--- config.mk ---
export PLATFORM = sky130hd
export DESIGN_NAME = pair_fcmp_unit
export DESIGN_NICKNAME = d
export VERILOG_FILES = /design/src/rtl/pcmp_pkg.sv /design/src/rtl/fp_classify.sv /design/src/rtl/lane_cmp.sv /design/src/rtl/ccr_bank.sv /design/src/rtl/pair_fcmp_unit.sv
export SDC_FILE = /design/constraint.sdc
export NUM_CORES = 1
export LEC_CHECK = 0
export ABC_CLOCK_PERIOD_IN_PS = 2390
export BUFFER_PORTS_ARGS = -buffer_cell sky130_fd_sc_hd__buf_2
export CORE_UTILIZATION = 35
export DETAILED_ROUTE_END_ITERATION = 7
export GPL_TIMING_DRIVEN = 0
export PLACE_DENSITY = 0.67
export SYNTH_ARGS = -nofsm -noshare
export SYNTH_HDL_FRONTEND = slang
export SYNTH_SLANG_ARGS = --single-unit
--- constraint.sdc ---
create_clock -name clk -period 2.39 [get_ports clk]
set_input_delay 0.3585 -clock clk [delete_from_list [all_inputs] [get_ports clk]]
set_output_delay 0.3585 -clock clk [all_outputs]
set_load 0.05 [all_outputs]
--- src/rtl/pcmp_pkg.sv ---
package pcmp_pkg;

  // Predicate bits: [3] sig, [2] lt_en, [1] eq_en, [0] un_en
  typedef struct packed {
    logic sig;
    logic lt_en;
    logic eq_en;
    logic un_en;
  } pred_t;

  typedef struct packed {
    logic is_nan;
    logic is_snan;
    logic is_zero;
    logic neg;
  } fcls_t;

endpackage

--- src/rtl/fp_classify.sv ---
module fp_classify
  import pcmp_pkg::*;
#(
  parameter int EXP_W  = 8,
  parameter int FRAC_W = 23
) (
  input  logic [EXP_W+FRAC_W:0]   word,
  output fcls_t                   cls,
  output logic [EXP_W+FRAC_W-1:0] mag
);
  localparam int W = 1 + EXP_W + FRAC_W;

  logic [EXP_W-1:0]  exp_f;
  logic [FRAC_W-1:0] frac_f;
  logic              exp_ones;
  logic              frac_nz;

  assign exp_f    = word[W-2:FRAC_W];
  assign frac_f   = word[FRAC_W-1:0];
  assign exp_ones = &exp_f;
  assign frac_nz  = |frac_f;

  always_comb begin
    cls.is_nan  = exp_ones & frac_nz;
    cls.is_snan = exp_ones & frac_nz & ~frac_f[FRAC_W-1];
    cls.is_zero = ~|word[W-2:0];
    cls.neg     = word[W-1];
  end

  assign mag = word[W-2:0];

endmodule

--- src/rtl/lane_cmp.sv ---
module lane_cmp
  import pcmp_pkg::*;
#(
  parameter int EXP_W  = 8,
  parameter int FRAC_W = 23
) (
  input  logic [EXP_W+FRAC_W:0] a,
  input  logic [EXP_W+FRAC_W:0] b,
  input  pred_t                 pred,
  output logic                  cond,
  output logic                  unord,
  output logic                  inv
);
  localparam int MW = EXP_W + FRAC_W;

  fcls_t         ca, cb;
  logic [MW-1:0] ma, mb;
  logic          both_zero;
  logic          eq;
  logic          lt;

  fp_classify #(.EXP_W(EXP_W), .FRAC_W(FRAC_W)) u_cls_a (.word(a), .cls(ca), .mag(ma));
  fp_classify #(.EXP_W(EXP_W), .FRAC_W(FRAC_W)) u_cls_b (.word(b), .cls(cb), .mag(mb));

  assign both_zero = ca.is_zero & cb.is_zero;
  assign eq        = both_zero | (a == b);

  always_comb begin
    if (both_zero) begin
      lt = 1'b0;
    end else begin
      unique case ({ca.neg, cb.neg})
        2'b10:   lt = 1'b1;
        2'b01:   lt = 1'b0;
        2'b00:   lt = (ma < mb);
        default: lt = (ma > mb);
      endcase
    end
  end

  assign unord = ca.is_nan | cb.is_nan;
  assign cond  = unord ? pred.un_en : ((pred.eq_en & eq) | (pred.lt_en & lt));
  assign inv   = pred.sig ? unord : (ca.is_snan | cb.is_snan);

  always_comb begin
    if (unord) begin
      a_r3_unord_follows_u : assert (cond == pred.un_en);
    end
    if (!pred.sig && !ca.is_snan && !cb.is_snan) begin
      a_r9_quiet_nan_silent : assert (!inv);
    end
    if (both_zero && !unord) begin
      a_r5_zero_not_less : assert (!lt && eq);
    end
  end

endmodule

--- src/rtl/ccr_bank.sv ---
module ccr_bank #(
  parameter int CC_N  = 8,
  parameter int LANES = 2,
  parameter int IDX_W = $clog2(CC_N)
) (
  input  logic             clk,
  input  logic             rst,
  input  logic             wr_en,
  input  logic [IDX_W-1:0] base,
  input  logic [LANES-1:0] bits,
  output logic [CC_N-1:0]  ccr
);
  logic [CC_N-1:0] nxt;

  always_comb begin
    nxt = ccr;
    for (int g = 0; g < CC_N; g++) begin
      for (int i = 0; i < LANES; i++) begin
        if (wr_en && (int'(base) + i == g)) nxt[g] = bits[i];
      end
    end
  end

  always_ff @(posedge clk) begin
    if (rst) ccr <= '0;
    else     ccr <= nxt;
  end

endmodule

--- src/rtl/pair_fcmp_unit.sv ---
module pair_fcmp_unit
  import pcmp_pkg::*;
#(
  parameter int LANES  = 2,
  parameter int EXP_W  = 8,
  parameter int FRAC_W = 23,
  parameter int CC_N   = 8
) (
  input  logic                             clk,
  input  logic                             rst,
  input  logic                             cmp_en,
  input  logic [3:0]                       pred,
  input  logic [$clog2(CC_N)-1:0]          cc_sel,
  input  logic [LANES*(1+EXP_W+FRAC_W)-1:0] src_s,
  input  logic [LANES*(1+EXP_W+FRAC_W)-1:0] src_t,
  output logic [LANES-1:0]                 lane_cond,
  output logic                             inv_op,
  output logic                             cc_err,
  output logic [CC_N-1:0]                  ccr
);
  localparam int LW       = 1 + EXP_W + FRAC_W;
  localparam int IDX_W    = $clog2(CC_N);
  localparam int MAX_BASE = CC_N - LANES;

  pred_t            p;
  logic [LANES-1:0] cond_w;
  logic [LANES-1:0] unord_w;
  logic [LANES-1:0] inv_w;
  logic             cc_ok;
  logic             wr;

  assign p = pred_t'(pred);

  for (genvar g = 0; g < LANES; g++) begin : g_lane
    lane_cmp #(.EXP_W(EXP_W), .FRAC_W(FRAC_W)) u_lane (
      .a    (src_s[g*LW +: LW]),
      .b    (src_t[g*LW +: LW]),
      .pred (p),
      .cond (cond_w[g]),
      .unord(unord_w[g]),
      .inv  (inv_w[g])
    );
  end

  assign cc_ok = (int'(cc_sel) <= MAX_BASE);
  assign wr    = cmp_en & cc_ok;

  always_ff @(posedge clk) begin
    if (rst) begin
      lane_cond <= '0;
      inv_op    <= 1'b0;
      cc_err    <= 1'b0;
    end else begin
      inv_op <= wr & (|inv_w);
      cc_err <= cmp_en & ~cc_ok;
      if (wr) lane_cond <= cond_w;
    end
  end

  ccr_bank #(.CC_N(CC_N), .LANES(LANES), .IDX_W(IDX_W)) u_ccr (
    .clk  (clk),
    .rst  (rst),
    .wr_en(wr),
    .base (cc_sel),
    .bits (cond_w),
    .ccr  (ccr)
  );

  a_r10_bad_index_no_write : assert property (@(posedge clk) disable iff (rst)
    (cmp_en && !cc_ok) |=> (cc_err && !inv_op && $stable(ccr) && $stable(lane_cond)));

  a_r11_idle_quiet : assert property (@(posedge clk) disable iff (rst)
    !cmp_en |=> (!cc_err && !inv_op && $stable(ccr) && $stable(lane_cond)));

  a_r2_low_lane_stored : assert property (@(posedge clk) disable iff (rst)
    wr |=> (ccr[$past(cc_sel)] == lane_cond[0]));

  a_r2_high_lane_stored : assert property (@(posedge clk) disable iff (rst)
    wr |=> (ccr[$past(cc_sel) + 1'b1] == lane_cond[1]));

  a_r8_sig_unord_raises : assert property (@(posedge clk) disable iff (rst)
    (wr && p.sig && (|unord_w)) |=> inv_op);

endmodule

======== Word-level counts from Yosys, hierarchy flattened ========
Index checks and enable logic that the tools add are counted.
operators by class
  add/sub/neg operators ................... 1
  equal/unequal tests ..................... 20
  reductions and logical operators ........ 45
  muxes and demuxes ....................... 24
  $lt $le $gt $ge ......................... 5
  bitwise logic cells ..................... 30
operators by type and width
  kind                                            number
  == test 32 x 4 -> 1 bit, second input constant  4
  OR reduction 31 bit                             4
  OR reduction 23 bit                             4
  == test 32 x 3 -> 1 bit, second input constant  2
  == test 32 bit                                  2
  logical NOT 32 bit                              2
  greater-than comparator 31 bit                  2
  less-than comparator 31 bit                     2
  == test 32 x 2 -> 1 bit, second input constant  1
  AND reduction 8 bit                             4
  two-way mux 1 bit                               22
  AND 1 bit                                       17
  logical AND 1 bit                               16
  nonzero test 2 bit                              8
  == test 3 bit, second input constant            4
  bitwise OR 1 bit                                8
  == test 3 x 2 -> 1 bit, second input constant   2
  one-hot mux 1 bit (3 select lines)              2
  inverter 1 bit                                  5
  adder 3 x 1 -> 4 bit, second input constant     1
  == test 2 x 1 -> 1 bit, second input constant   2
  == test 2 bit, second input constant            2
  logical NOT 1 bit                               4
  logical NOT 2 bit                               2
  3 further kinds                                 3
word-level totals
  bits of input ports ..................... 138
  bits in registers ....................... 12
  output and inout port bits .............. 12
  word-level logic and storage cells ...... 136

======== Depth between registers and ports, before layout ========
  word-level depth ........................ 9
  mapped depth ............................ 10
  depth with buffers taken out ............ 10

======== Cells and area by module ========
From an unflattened synthesis, not the netlist that was laid out.
second synthesis, totals
  cell total of the unflattened synthesis .. 605
  area, all modules ....................... 4596.9 um^2
modules (own cells, without submodules)
  module          seq. area each (um^2)  cells each  area each (um^2)  instances
  lane_cmp        0.0                    169         1223.7            2
  fp_classify     0.0                    47          347.8             4
  ccr_bank        160.2                  63          585.6             1
  pair_fcmp_unit  80.1                   16          172.7             1

======== Worst setup path after synthesis ========
Ideal clock, no wire load.
  kind .................................... input-to-reg
  start point ............................. in src_t[29]
  end point ............................... reg u_ccr.ccr[0]
  setup time .............................. 92 ps
  buffers on the path ..................... 0
  arrival time ............................ 2249 ps
  setup slack ............................. 49 ps
  data required time ...................... 2298 ps
  stages on the path ...................... 10
  cells stage by stage .................... inv_1 ha_1 a21oi_1 nand2_1 a221oi_1 o211ai_1 o32a_1 a31oi_4 mux2i_1 o32ai_1
between the ends
  word-level cells in the longest chain between the ends .. 9
  elaborated cells on any way between the ends .. 18
  classes of those cells .................. order compare: 2; eq/ne: 1; mux: 5; bitwise: 7; reduce/logical: 3
ends and longest elaborated chain
  element                                                                                 RTL line              text
  start, declared                                                                         pair_fcmp_unit.sv:15  input logic [LANES*(1+EXP_W+FRAC_W)-1:0] src_t,
  parallel branches: the longest is 6 deep, another holds greater-than comparator 31 bit  n/a
  two-way mux 1 bit (*)                                                                   lane_cmp.sv:42        assign cond = unord ? pred.un_en : ((pred.eq_en & eq) | (pred.lt_en & lt));
  two-way mux 1 bit (*) (2 in series)                                                     ccr_bank.sv:19        if (wr_en && (int'(base) + i == g)) nxt[g] = bits[i];
  end signal, assigned                                                                    ccr_bank.sv:26        else ccr <= nxt;
  end, declared                                                                           ccr_bank.sv:11        output logic [CC_N-1:0] ccr
Every way passes the cells marked *. The select of a mux whose other input is x is not followed.
A chain may end at the register's enable or synchronous reset.

======== Worst setup path after layout ========
  start point ............................. in src_t[29]
  end point ............................... reg u_ccr.ccr[4]
Same word-level chain as after synthesis.

==> summary.md <==
| Metric | Value |
|---|---|
| Die Wd | `92.7 um` |
| CP Max Fanout | `7` |
| P_leak | `2.15 nW` |
| Cts hold-fix bufs | `0` |
| Die height | `92.7 um` |
| Ys async rst share | `0` |
| # rows | `32` |
| Sequential cell area | `240 sq um` |
| EDFF count, synth | `0` |
| Power, Total | `1.12 mW` |
| Largest net degree at the start of global routing | `11` |
| Avg Cell Area, Syn | `7.03 sq um` |
| TNS Setup | `-3.98 ps` |
| Fin Clk Skew | `0 ps` |
| Die ar. | `0.00860 sq mm` |
| Fillers | `714` |
| GR Overflow Total | `0` |
| HP Class | `input pin to register` |
| Final non-filler cell area | `0.00458 sq mm` |
| Synthesized netlist cell count | `410` |
| Via density | `5.61` |
| CP Class | `input pin to register` |
| RSZ-0062 raised after global routing | `true` |
| Initial Utilization | `0.367` |
| Largest family of logic cells by synthesized area | `adder cells` |
| Drt wl/cell | `16.0 um` |
| Synth Flop Type | `dfxtp_1` |
| Post-Synth Simple-Gate Area | `0.301` |
| Layout cell share with drive strength beyond 1 | `0.414` |
| Peak per-stage delay on the critical path | `390 ps` |
| Req. time, crit path | `2540 ps` |
| CTS tree | `done` |
| Iter 0 DRT Violations | `129` |
| IR drop worst, VDD | `0.124 mV` |
| Number of max-cap violations | `0` |
| Crit path time final | `2390 ps` |
| Status | `finished, violations left` |
| Total power density per cell area | `244 mW/mm^2` |
| Antenna-violating nets left | `0` |
| Slew HR | `0.673` |
| Mapped Area | `0.00288 sq mm` |
| Synth Area in Compound Gates | `0.195` |
| Critical Path AT | `2540 ps` |
| Post-layout utilization of the core | `0.583` |
| Initial antenna violation count | `0` |
| Setup ws final | `-3.98 ps` |
| Synth Area in Adders | `0.304` |
| Syn Nets | `618` |
| CTS Buf Count | `3` |
| Clock transition at path regs | `50 ps` |
| Slew Limit Fails | `0` |
| First-pass GRT wire length | `14800 um` |
| Fmax | `418 MHz` |
| Yosys reg bits | `12` |
| Post-synthesis cell type count | `46` |
| Multi-input logic area | `0.00284 sq mm` |
| Synth-to-Final Area Change | `58.9%` |
| Final setup vio count | `1` |
| Xor/xnor cell area share of the yosys netlist | `0` |
| Critical Path End Type | `register` |
| Crit share post-route | `1.00` |
| Placed instance area | `0.00375 sq mm` |
| Number of iterations in the first detailed-routing pass | `4` |
| GRT Overall Usage | `0.208` |
| Layout net count | `778` |
| Post-DP HPWL | `8140 um` |
| Port Buffers | `148` |
| CP top delay family | `compound AO/OA/AOI/OAI gates` |
| Post-synthesis mux area share | `0.0174` |
| Vias in the first global route | `3346` |
| Clock Sinks | `12` |
| CTS root buffer | `clkbuf_8` |
| Violated checks | `setup timing` |
| GPL Wtd Cong | `0.879` |
| Diodes inserted | `0` |
| DR vias | `3757` |
| Startpoint types | `input pin` |
| Final WL | `10800 um` |
| YS warnings | `0` |
| Post-synthesis sequential area ratio | `0.0834` |
| Maximum root-to-sink buffer count | `2` |
| Io pins | `150` |
| Actual slew at the worst max-slew pin | `486 ps` |
| CP Cell Sequence | `buf_6, inv_2, ha_4, a21oi_2, nand2_1, a221oi_2, o211ai_1, o32a_1, a31oi_4, mux2i_1, o32ai_1` |
| # DRC | `0` |
| Clk_lat worst skew | `240 ps` |
| Hold Fails Final Rpt | `0` |
| Core ar. | `0.00785 sq mm` |
| Buffers & Inverters on Critical Path | `2` |
| CTS H-Tree Depth | `1` |
| Critical Path Slowest Stage Cell | `o32a_1` |
==> per-stage QoR <==
| step | worst slack, ps | cells | hold slack [ps] |
|---|---|---|---|
| after detailed placement | -456 | 660 | 484 |
| after floorplan | 49.1 | 410 | 447 |
| after global placement | -356 | 660 | 477 |
| after CTS | -13.6 | 665 | 353 |
| final | -3.98 | 670 | 352 |
| after global routing | -88.9 | 670 | 347 |
==> flip-flops by register name, indices dropped and copies added (netlist names) <==
register and flops:
cc_err 1, inv_op 1, lane_cond 2, u_ccr.ccr 8
==> worst register-to-register path: cells and delay by family, from the launching register on <==
| kind | cells | cell delay [ps] |
|---|---|---|
| compound gates | 4 | 500 |
| flops | 1 | 310 |
==> cell families (layout without fill, tap and decap cells) <==
kind of cell / count (synthesis) / count (layout)
AND/OR/NAND/NOR: 163 / 163
AO/OA/AOI/OAI: 84 / 84
buffers and inverters: 76 / 234
adder cells (fa/ha/maj): 70 / 70
flip-flops: 12 / 12
multiplexers: 5 / 5
==> power by group <==
part           leakage [nW]  switching (mW)  internal (mW)
clock network        0.0216          0.0775          0.111
registers            0.0974         0.00392          0.208
logic                  2.03           0.382          0.335
total                  2.15           0.463          0.654
==> per-layer routing <==
metal	wire length, um	up-vias	track usage
li1	-	1842	-
met1	4310	1736	0.266
met2	5510	153	0.367
met3	669	26	0.0230
met4	259	0	0.0551
met5	0	-	0
==> synthesized netlist by cell type (2+ instances only) <==
master    count  area share
inv_1        72       0.094
ha_1         70        0.30
nor2_1       32       0.042
nor4_1       32       0.069
nand2_1      30       0.039
nand4_1      28       0.061
a21oi_1      21       0.036
o21ai_0      19       0.033
dfxtp_1      12       0.083
nor3_1       12       0.021
nand3_1       9       0.016
a211oi_1      5       0.013
mux2i_1       5       0.017
o31ai_1       5       0.013
and4_1        4       0.012
clkbuf_1      4      0.0052
nand2b_1      4      0.0087
o211ai_1      4       0.010
a21o_1        3      0.0078
a31oi_1       3      0.0065
and3_1        3      0.0065
o32ai_1       3      0.0091
a21boi_1      2      0.0052
a221oi_1      2      0.0061
and2_1        2      0.0043
nand3b_1      2      0.0052
o21ai_1       2      0.0035
o22ai_1       2      0.0043
==> cells in the final DEF (no fill, tap or decap), types with 6 or more instances in the layout <==
master,count
a21oi_1,16
buf_2,117
buf_4,8
buf_6,21
buf_8,9
dfxtp_1,12
ha_1,48
ha_4,22
inv_1,52
inv_2,10
inv_4,10
nand2_1,29
nand3_1,7
nand4_1,28
nor2_1,32
nor3_1,11
nor4_1,25
o21ai_0,13
o21ai_1,6
==> path summary, 6_finish.rpt <==
kind | start | end | slack (ps) | cells after the start
setup / recovery | src_t[29] | u_ccr.ccr[4]$_SDFFE_PP0P_ | -4 | 11
hold / removal | pred[3] | inv_op$_SDFF_PP0_ | 350 | 2
setup reg to reg | u_ccr.ccr[1]$_SDFFE_PP0P_ | u_ccr.ccr[1]$_SDFFE_PP0P_ | 1450 | 4
hold reg to reg | lane_cond[0]$_SDFFE_PP0P_ | lane_cond[0]$_SDFFE_PP0P_ | 500 | 2
==> final cells by class <==
class,count,share of cell area
clock buffers,3,0.00902
well taps,102,0.0279
inverters,72,0.0645
flip-flops and latches,12,0.0525
multi-input cells,322,0.621
plain buffers,4,0.00328
repair buffers,155,0.222
==> repair_timing <==
action,4_1_cts,5_1_grt
pin swaps,6,35
endpoints found under the setup margin,8,10
buffers inserted,2,5
resized for setup,9,146
No activity file was read; power rests on OpenSTA's default activity.
